**src/rtl/arx_pkg.sv**
```systemverilog
package arx_pkg;
   localparam int unsigned ARX_WORD_W = 32;
   localparam int unsigned ARX_B10_POS = 9;
   localparam int unsigned ARX_B9_POS = 8;

   typedef struct packed {
      logic rx_en;
      logic par_en;
      logic lbl_en;
      logic dec_en;
      logic dec_b10;
      logic dec_b9;
   } arx_gate_cfg_t;
endpackage

```
**src/rtl/arx_word_gate.sv**
```systemverilog
module arx_word_gate
   import arx_pkg::*;
#(
   parameter int unsigned WORD_W = ARX_WORD_W,
   parameter bit          ODD_PARITY = 1'b1
) (
   input  logic              in_valid,
   input  logic [WORD_W-1:0] in_word,
   input  logic              in_lbl_ok,
   input  arx_gate_cfg_t     cfg,
   output logic              keep
);
   if (WORD_W <= ARX_B10_POS) begin : g_bad_width
      $error("arx_word_gate: WORD_W too small for the bit 10/9 match");
   end

   logic par_ok;
   logic dec_ok;
   logic lbl_ok;

   if (ODD_PARITY) begin : g_par_odd
      assign par_ok = ^in_word;
   end else begin : g_par_even
      assign par_ok = ~^in_word;
   end

   always_comb begin
      dec_ok = (in_word[ARX_B10_POS] == cfg.dec_b10) &&
               (in_word[ARX_B9_POS] == cfg.dec_b9);
      lbl_ok = in_lbl_ok;
      keep   = in_valid && cfg.rx_en &&
               (!cfg.par_en || par_ok) &&
               (!cfg.dec_en || dec_ok) &&
               (!cfg.lbl_en || lbl_ok);
   end
endmodule

```
**src/rtl/arx_word_fifo.sv**
```systemverilog
module arx_word_fifo #(
   parameter int unsigned WORD_W = 32,
   parameter int unsigned DEPTH  = 32,
   localparam int unsigned AW    = (DEPTH > 1) ? $clog2(DEPTH) : 1,
   localparam int unsigned CW    = $clog2(DEPTH + 1)
) (
   input  logic              clk,
   input  logic              rst_n,
   input  logic              wr_req,
   input  logic [WORD_W-1:0] wr_data,
   input  logic              rd_req,
   output logic [WORD_W-1:0] rd_data,
   output logic [CW-1:0]     count,
   output logic              push,
   output logic              pop
);
   if (DEPTH < 2) begin : g_bad_depth
      $error("arx_word_fifo: DEPTH must be at least 2");
   end

   localparam logic [CW-1:0] FULL_CNT = CW'(DEPTH);
   localparam logic [AW-1:0] LAST_IDX = AW'(DEPTH - 1);

   logic [WORD_W-1:0] mem [DEPTH];
   logic [AW-1:0]     wptr, rptr, wptr_nx, rptr_nx;
   logic              is_full, is_empty;

   always_comb begin
      is_full  = (count == FULL_CNT);
      is_empty = (count == '0);
      pop      = rd_req && !is_empty;
      push     = wr_req && (!is_full || pop);
   end

   if ((DEPTH & (DEPTH - 1)) == 0) begin : g_wrap_pow2
      always_comb begin
         wptr_nx = wptr + AW'(1);
         rptr_nx = rptr + AW'(1);
      end
   end else begin : g_wrap_cmp
      always_comb begin
         wptr_nx = (wptr == LAST_IDX) ? '0 : wptr + AW'(1);
         rptr_nx = (rptr == LAST_IDX) ? '0 : rptr + AW'(1);
      end
   end

   always_ff @(posedge clk or negedge rst_n) begin
      if (!rst_n) begin
         wptr  <= '0;
         rptr  <= '0;
         count <= '0;
      end else begin
         if (push) wptr <= wptr_nx;
         if (pop)  rptr <= rptr_nx;
         if (push && !pop)      count <= count + CW'(1);
         else if (pop && !push) count <= count - CW'(1);
      end
   end

   always_ff @(posedge clk) begin
      if (push) mem[wptr] <= wr_data;
   end

   assign rd_data = mem[rptr];
endmodule

```
**src/rtl/arx_fifo_status.sv**
```systemverilog
module arx_fifo_status #(
   parameter int unsigned DEPTH = 32,
   parameter int unsigned HALF_MARK = DEPTH / 2,
   localparam int unsigned CW = $clog2(DEPTH + 1)
) (
   input  logic          clk,
   input  logic          rst_n,
   input  logic [CW-1:0] count,
   input  logic          keep,
   input  logic          pop,
   input  logic          flag_sel,
   output logic          empty,
   output logic          half,
   output logic          full,
   output logic          ovf,
   output logic          flag
);
   if (HALF_MARK == 0 || HALF_MARK > DEPTH) begin : g_bad_mark
      $error("arx_fifo_status: HALF_MARK out of range");
   end

   always_comb begin
      empty = (count == '0);
      half  = (count >= CW'(HALF_MARK));
      full  = (count == CW'(DEPTH));
      flag  = flag_sel ? full : empty;
   end

   always_ff @(posedge clk or negedge rst_n) begin
      if (!rst_n) begin
         ovf <= 1'b0;
      end else if (pop) begin
         ovf <= 1'b0;
      end else if (keep && full) begin
         ovf <= 1'b1;
      end
   end
endmodule

```
**src/rtl/arx_filter_fifo.sv**
```systemverilog
module arx_filter_fifo
   import arx_pkg::*;
#(
   parameter int unsigned WORD_W    = ARX_WORD_W,
   parameter int unsigned DEPTH     = 32,
   parameter int unsigned HALF_MARK = 16,
   parameter bit          ODD_PARITY = 1'b1
) (
   input  logic              clk,
   input  logic              rst_n,
   input  logic              in_valid,
   input  logic [WORD_W-1:0] in_word,
   input  logic              in_lbl_ok,
   input  logic              cfg_rx_en,
   input  logic              cfg_par_en,
   input  logic              cfg_lbl_en,
   input  logic              cfg_dec_en,
   input  logic              cfg_dec_b10,
   input  logic              cfg_dec_b9,
   input  logic              cfg_flag_sel,
   input  logic              rd_en,
   output logic [WORD_W-1:0] rd_data,
   output logic              st_empty,
   output logic              st_half,
   output logic              st_full,
   output logic              st_ovf,
   output logic              flag
);
   localparam int unsigned CW = $clog2(DEPTH + 1);

   arx_gate_cfg_t     gcfg;
   logic              keep, push, pop;
   logic [CW-1:0]     count;

   assign gcfg = '{rx_en: cfg_rx_en, par_en: cfg_par_en, lbl_en: cfg_lbl_en,
                   dec_en: cfg_dec_en, dec_b10: cfg_dec_b10, dec_b9: cfg_dec_b9};

   arx_word_gate #(.WORD_W(WORD_W), .ODD_PARITY(ODD_PARITY)) u_gate (
      .in_valid (in_valid),
      .in_word  (in_word),
      .in_lbl_ok(in_lbl_ok),
      .cfg      (gcfg),
      .keep     (keep)
   );

   arx_word_fifo #(.WORD_W(WORD_W), .DEPTH(DEPTH)) u_fifo (
      .clk    (clk),
      .rst_n  (rst_n),
      .wr_req (keep),
      .wr_data(in_word),
      .rd_req (rd_en),
      .rd_data(rd_data),
      .count  (count),
      .push   (push),
      .pop    (pop)
   );

   arx_fifo_status #(.DEPTH(DEPTH), .HALF_MARK(HALF_MARK)) u_stat (
      .clk     (clk),
      .rst_n   (rst_n),
      .count   (count),
      .keep    (keep),
      .pop     (pop),
      .flag_sel(cfg_flag_sel),
      .empty   (st_empty),
      .half    (st_half),
      .full    (st_full),
      .ovf     (st_ovf),
      .flag    (flag)
   );

   AST_DISABLED_NO_STORE: assert property (@(posedge clk) disable iff (!rst_n)
      (in_valid && !cfg_rx_en && !rd_en) |=> $stable(count));
   AST_BAD_PARITY_DROPPED: assert property (@(posedge clk) disable iff (!rst_n)
      (in_valid && cfg_par_en && !(^in_word) && !rd_en) |=> $stable(count));
   AST_EMPTY_FULL_EXCL: assert property (@(posedge clk) disable iff (!rst_n)
      !(st_empty && st_full));
   AST_EMPTY_AFTER_READ: assert property (@(posedge clk) disable iff (!rst_n)
      $rose(st_empty) |-> $past(rd_en));
   AST_RW_SAME_COUNT: assert property (@(posedge clk) disable iff (!rst_n)
      (rd_en && !st_empty && keep) |=> $stable(count));
   AST_OVF_STICKY: assert property (@(posedge clk) disable iff (!rst_n)
      (st_ovf && !rd_en) |=> st_ovf);
   AST_FULL_KEEPS_DATA: assert property (@(posedge clk) disable iff (!rst_n)
      (st_full && !rd_en) |=> $stable(rd_data));
endmodule

```
**config.mk**
```make
export PLATFORM = sky130hd
export DESIGN_NAME = arx_filter_fifo
export DESIGN_NICKNAME = d
export VERILOG_FILES = /design/src/rtl/arx_pkg.sv /design/src/rtl/arx_word_gate.sv /design/src/rtl/arx_word_fifo.sv /design/src/rtl/arx_fifo_status.sv /design/src/rtl/arx_filter_fifo.sv
export SDC_FILE = /design/constraint.sdc
export NUM_CORES = 1
export LEC_CHECK = 0
export ABC_AREA = 1
export BUFFER_PORTS_ARGS = -buffer_cell sky130_fd_sc_hd__buf_2
export CELL_PAD_IN_SITES_DETAIL_PLACEMENT = 1
export CELL_PAD_IN_SITES_GLOBAL_PLACEMENT = 2
export CORE_MARGIN = 2
export CORE_UTILIZATION = 44
export CTS_BUF_LIST = sky130_fd_sc_hd__clkbuf_4 sky130_fd_sc_hd__clkbuf_8
export CTS_CLUSTER_SIZE = 30
export DETAILED_ROUTE_END_ITERATION = 12
export PLACE_DENSITY_LB_ADDON = 0.1
export SLEW_MARGIN = 10
export SYNTH_ARGS = -nofsm -noshare
export SYNTH_HDL_FRONTEND = slang
export SYNTH_HIERARCHICAL = 1
export SYNTH_SLANG_ARGS = --single-unit
```
**constraint.sdc**
```tcl
create_clock -name clk -period 3.2 [get_ports clk]
set_input_delay 0.32 -clock clk [delete_from_list [all_inputs] [get_ports clk]]
set_output_delay 0.32 -clock clk [all_outputs]
set_load 0.02 [all_outputs]
```
==> impl_metrics.env, run 1 <==
export IMPL_status="finished, violations left"
export IMPL_violations="setup timing"
export IMPL_gr_total_overflow=0
export IMPL_antenna_found_initial=8
export IMPL_leakage_nw=22.8
export IMPL_fin_cells=6209
export IMPL_slowest_delay_ps=570
export IMPL_crit_cells=9
export IMPL_async_flop_share_pct=1.63
export IMPL_wl_mm=160
export IMPL_cts_inserted_buffers=179
export IMPL_coreArea_sq_mm=0.102
export IMPL_layout_common_cells="nand2_1 (1527), edfxtp_1 (1024), inv_1 (549)"
export IMPL_drive_gt1_share_pct=20.0
export IMPL_fin_tns_setup_ps=-714
export IMPL_vias=33200
export IMPL_ys_warn_count=6
export IMPL_ys_seq_area_share_pct=69.0
export IMPL_setup_worst_path_start_class="register"
export IMPL_chipHeight_um=325
export IMPL_setup_violations=15
export IMPL_io_pins=81
export IMPL_layout_min_cycle_time_ps=3330
export IMPL_grt_max_degree=97
export IMPL_synth_seq_cells=1041
export IMPL_clock_latency_ps=870
export IMPL_cts_tree="built"
export IMPL_synth_cell_type_count=28
export IMPL_fillerInstances=11000
export IMPL_drt_iter0_drc=3299
export IMPL_min_path_cells=2
export IMPL_grt_total_usage_pct=29.4
export IMPL_crit_top_cell="nand3_1"
export IMPL_synth_edf_count=1024
export IMPL_clk_path_buf_depth=3
export IMPL_nNetsFinal=4753
export IMPL_cp_cell_sequence="buf_6 > buf_16 > o211ai_1 > nand3_1 > nand3_1 > nand2_2 > nand2_4 > inv_1 > buf_2"
export IMPL_worstPathRequired_ps=2880
export IMPL_worst_slack_ps=-131
export IMPL_worstPathMaxFanout=32
export IMPL_htree_levels=4
export IMPL_critical_path_top_delay_family="compound AO/OA/AOI/OAI gates"
export IMPL_cts_sinks=1041
export IMPL_clk_pin_slew_worst_paths_ps=60
export IMPL_die_x_um=325
export IMPL_synth_area_sq_mm=0.0452
export IMPL_worstMarginPinSlew_ps=933
export IMPL_path_class="reg -> out"
export IMPL_path_buf_inv=4
export IMPL_holdCritPathClass="in -> reg"
export IMPL_drc_errors=0
export IMPL_cp_arrival_ps=3010
export IMPL_antenna_left=0
export IMPL_area_delta_synth_final_pct=22.5
export IMPL_dp_hpwl_mm=92.6
export IMPL_via_per_inst=5.35
export IMPL_num_rows=117
export IMPL_gp_congestion=0.796
export IMPL_max_freq_mhz=300
export IMPL_peakVddDrop_mv=0.562
export IMPL_root_buffer="clkbuf_8"
export IMPL_synthFlopType="edfxtp_1"
export IMPL_slowest_stage="o211ai_1"
export IMPL_slew_limit_headroom_pct=37.6
export IMPL_cellPowerDensity_mw_per_mm2=831
export IMPL_syn_inst=4353
export IMPL_drtPass1Iterations=6
export IMPL_wl_per_cell_um=25.8
export IMPL_syn_area_per_cell_sq_um=10.4
export IMPL_synth_nets=4409
export IMPL_io_buffers=80
export IMPL_min_period_over_period_pct=104
export IMPL_endpoint_kind="primary output"
export IMPL_fp_dieArea_sq_mm=0.105
export IMPL_cap_viol_max_count=0
export IMPL_layout_commonest_cell="nand2_1"
export IMPL_dp_cells=5806
export IMPL_grt_pass1_wl_mm=226
export IMPL_finalHoldViolations=0
export IMPL_placed_area_sq_mm=0.0493
export IMPL_stdcell_area_sq_mm=0.0554
export IMPL_initial_utilization_pct=44.4
export IMPL_rsz0062_at_grt="yes"
export IMPL_grt_pass1_vias=33900
export IMPL_skew_ps=31.5
export IMPL_maxSlewViolCount=0
export IMPL_reg2reg_depth=11
export IMPL_fin_hold_ws_ps=74.8
-- where the power goes --
part           switching, mW  total [mW]  internal, mW
combinational           12.5        19.1          6.59
sequential             0.197        15.3          15.2
clock                   5.56        11.6          6.02
total                   18.2        46.0          27.8
-- sequential cells by signal, indices dropped and copies added (netlist names) --
name          count
u_stat/ovf        1
u_fifo/mem     1024
u_fifo/count      6
u_fifo/wptr       5
u_fifo/rptr       5
-- area by class of cell --
cell class	count	area, sq um	area share [%]
well taps	1368	1710	3.09
clock buffers	245	2990	5.40
repair inverters	4	37.5	0.0678
flip-flops and latches	1041	31200	56.3
inverters	571	2190	3.96
repair buffers	383	4860	8.79
multi-input cells	2517	12000	21.7
clock inverters	75	350	0.633
diodes	5	12.5	0.0226
-- kinds of logic (layout without fill, tap and decap cells) --
kind of cell	count (synthesis)	in the layout	synth area share [%]
buffers and inverters	795	1278	7.30
flip-flops	1041	1041	69.0
XOR/XNOR	16	16	0.310
other	0	5	0
AO/OA/AOI/OAI	107	107	1.38
AND/OR/NAND/NOR	2382	2382	21.7
adder cells (fa/ha/maj)	12	12	0.349
-- repair_timing --
action                                  4_1_cts  5_1_grt
setup buffers                                21        8
resized for setup                           196      191
hold buffers                                 16        0
endpoints found under the hold margin       181        0
cloned                                       14       20
pin swaps                                    15       69
endpoints found under the setup margin       32       32
-- through the flow --
| step | setup slack [ps] | power [mW] | util (%) |
|---|---|---|---|
| 6_report | -131 | 46.0 | 54.3 |
| 5_1_grt | -189 | 48.0 | 54.3 |
| 4_1_cts | -138 | 44.4 | 53.2 |
| 3_5_place_dp | -134 | 30.9 | 48.4 |
| 3_3_place_gp | -110 | 30.8 | 48.4 |
| 2_1_floorplan | -120 | 24.1 | - |
-- cells in the mapped netlist (all sizes together) (7+ instances only) --
master / n / share of area, %
a21oi: 67 / 0.74
buf: 193 / 2.3
clkbuf: 31 / 0.26
dfrtp: 17 / 0.94
edfxtp: 1024 / 68
ha: 11 / 0.30
inv: 571 / 4.7
nand2: 1630 / 14
nand3: 624 / 6.9
nor2: 117 / 1.0
nor3: 7 / 0.077
o211ai: 33 / 0.55
xnor2: 11 / 0.21
-- per-layer routing --
metal	track usage [%]	up-vias	share of wire, %
li1	-	15000	-
met1	40.7	16800	43
met5	0	-	0.020
met2	45.6	1225	46
met4	9.58	4	2.7
met3	7.05	210	8.1
-- final timing paths --
kind / slack [ps] / startpoint / endpoint
max in group asynchronous: 1840 / rst_n / u_fifo/rptr[1]
min in group asynchronous: 680 / rst_n / u_fifo/rptr[2]
hold reg to reg: 520 / u_stat/ovf / u_stat/ovf
hold / removal: 70 / in_word[7] / u_fifo/mem[13][7]
setup reg to reg: 610 / u_fifo/count[4] / u_fifo/count[3]
setup / recovery: -130 / u_fifo/rptr[0] / rd_data[11]
Note: power is estimated with default switching activity, not from simulation.
==> run 2: changes to the inputs <==
CORE_UTILIZATION = 42   (was 44)
CTS_BUF_LIST = unset   (was sky130_fd_sc_hd__clkbuf_4 sky130_fd_sc_hd__clkbuf_8)
==> impl_metrics.env, run 2 (synthesis results as in run 1) <==
export IMPL_fin_hold_ws_ps=104
export IMPL_drt_iter0_drc=2963
export IMPL_antenna_found_initial=3
export IMPL_status="completed"
export IMPL_rsz0062_at_grt="yes"
export IMPL_cap_viol_max_count=0
export IMPL_grt_pass1_vias=32800
export IMPL_die_x_um=332
export IMPL_placed_area_sq_mm=0.0490
export IMPL_finalHoldViolations=0
export IMPL_gr_total_overflow=0
export IMPL_intPower_mw=27.2
export IMPL_cellPowerDensity_mw_per_mm2=825
export IMPL_io_buffers=80
export IMPL_setup_violations=0
export IMPL_largest_register_ffs=1024
export IMPL_gp_congestion=0.794
export IMPL_worst_slack_ps=57.3
export IMPL_worstMarginPinSlew_ps=726
export IMPL_path_class="reg -> out"
export IMPL_chipHeight_um=332
export IMPL_worstPathMaxFanout=44
export IMPL_drc_errors=0
export IMPL_top_regs="u_fifo/mem (1024), u_fifo/count (6)"
export IMPL_switching_share_pct=38.3
export IMPL_power_switching_mw=16.8
export IMPL_wl_mm=152
export IMPL_slew_limit_headroom_pct=51.2
export IMPL_via_per_inst=5.30
export IMPL_slowest_delay_ps=490
export IMPL_wl_per_cell_um=25.1
export IMPL_nNetsFinal=4617
export IMPL_clock_latency_ps=700
export IMPL_cp_cell_sequence="buf_12 > buf_12 > bufbuf_16 > nand2_1 > nand3_1 > nand3_1 > nand2_1 > nor2_4 > nand2_1 > nand2_1 > inv_1 > buf_2"
export IMPL_worstPathRequired_ps=2880
export IMPL_cts_tree="built"
export IMPL_min_period_over_period_pct=98.2
export IMPL_max_freq_mhz=318
export IMPL_num_rows=120
export IMPL_grt_pass1_wl_mm=223
export IMPL_fin_tns_setup_ps=0
export IMPL_coreArea_sq_mm=0.107
export IMPL_peakVddDrop_mv=0.538
export IMPL_cts_sinks=1041
export IMPL_post_place_ws_ps=-55.2
export IMPL_drive_gt1_share_pct=12.5
export IMPL_grt_max_degree=68
export IMPL_initial_utilization_pct=42.3
export IMPL_layout_commonest_cell="nand2_1"
export IMPL_fp_dieArea_sq_mm=0.110
export IMPL_largest_register="u_fifo/mem"
export IMPL_maxSlewViolCount=0
export IMPL_area_delta_synth_final_pct=18.1
export IMPL_clk_pin_slew_worst_paths_ps=60
export IMPL_layout_min_cycle_time_ps=3140
export IMPL_drtPass1Iterations=5
export IMPL_combPwrFrac_pct=37.2
export IMPL_holdCritPathClass="in -> async"
export IMPL_vias=32100
export IMPL_power_share_clock_pct=28.0
export IMPL_root_buffer="clkbuf_16"
export IMPL_clk_path_buf_depth=3
export IMPL_htree_levels=3
export IMPL_endpoint_kind="primary output"
export IMPL_p_seq_share_pct=34.9
export IMPL_crit_top_cell="nand2_1"
export IMPL_slowest_stage="dfrtp_4"
export IMPL_skew_ps=28.3
export IMPL_io_pins=81
export IMPL_cts_inserted_buffers=113
export IMPL_dp_hpwl_mm=89.6
export IMPL_antennaDiodeCount=0
export IMPL_layout_common_cells="nand2_1 (1598), edfxtp_1 (1024), nand3_1 (612)"
export IMPL_cp_arrival_ps=2820
export IMPL_grt_total_usage_pct=27.5
export IMPL_fillerInstances=11500
export IMPL_stdcell_area_sq_mm=0.0534
export IMPL_setup_worst_path_start_class="register"
export IMPL_leakage_nw=21.8
export IMPL_antenna_left=0
## run 2: cell count changes in the layout (fill, tap and decap cells not counted), moves of 59 or more
cell / before / now
clkbuf_8: 184 / 3
clkbuf_16: 16 / 116
nand3_1: 534 / 612
nand3_2: 85 / 11
nand2_1: 1527 / 1598
clkbuf_4: 62 / 1
nand2_2: 89 / 30
## run 2: layer usage
layer,vias up,track usage (%),share of wire (%)
li1,14700,-,-
met1,16300,39.2,45
met2,907,45.0,47
met3,206,2.85,4.8
met4,0,7.48,2.7
met5,-,0,0
## run 2: repair_timing
item | CTS | global route
resized for setup | 58 | 46
hold buffers | 4 | 0
setup endpoints to repair | 32 | 33
hold endpoints to repair | 20 | 0
setup buffers | 11 | 1
pin swaps | 3 | 6
gates cloned | 15 | 2
## run 2: cell type report
cell class / instances / area, sq um / area share (%)
Sequential cell: 1041 / 31200 / 58.4
Clock buffer: 146 / 3020 / 5.67
Timing Repair inverter: 5 / 63.8 / 0.120
Clock inverter: 55 / 382 / 0.715
Tap cell: 1403 / 1760 / 3.29
Timing Repair Buffer: 312 / 3610 / 6.76
Inverter: 571 / 2190 / 4.11
Multi-Input combinational cell: 2517 / 11200 / 20.9
## run 2: metrics by stage
step / power, mW / instances / util (%)
finish: 44.0 / 6050 / 49.9
global route: 46.1 / 6050 / 49.9
CTS: 44.2 / 6049 / 49.8
detailed placement: 30.5 / 5818 / 45.9
global placement: 30.5 / 5818 / 45.9
floorplan: 24.1 / 4353 / -
## run 2: final timing paths
path / start / to / slack, ps / depth (start not counted)
hold reg to reg: u_stat/ovf / u_stat/ovf / 530 / 2
setup / recovery: u_fifo/rptr[0] / rd_data[13] / 60 / 12
min in group clk: in_word[7] / u_fifo/mem[25][7] / 110 / 2
hold / removal: rst_n / u_stat/ovf / 100 / 2
setup reg to reg: u_fifo/count[1] / u_fifo/count[4] / 550 / 14
max in group asynchronous: rst_n / u_fifo/rptr[0] / 2710 / 2
## run 2: critical path, delay by kind of cell (launching register included)
family	cells	cell delay, ps
buf+inv	5	850
simple gates	7	790
flops	1	490
## run 2: power groups by stage
stage                     Sequential [mW]  Combinational, mW  Clock [mW]
final                                15.4               16.4        12.3
after detailed placement             15.6               14.9           0
after floorplan                      15.5               8.57           0
after global placement               15.6               14.8           0
after CTS                            15.3               16.3        12.5
after global routing                 15.4               17.7        13.0
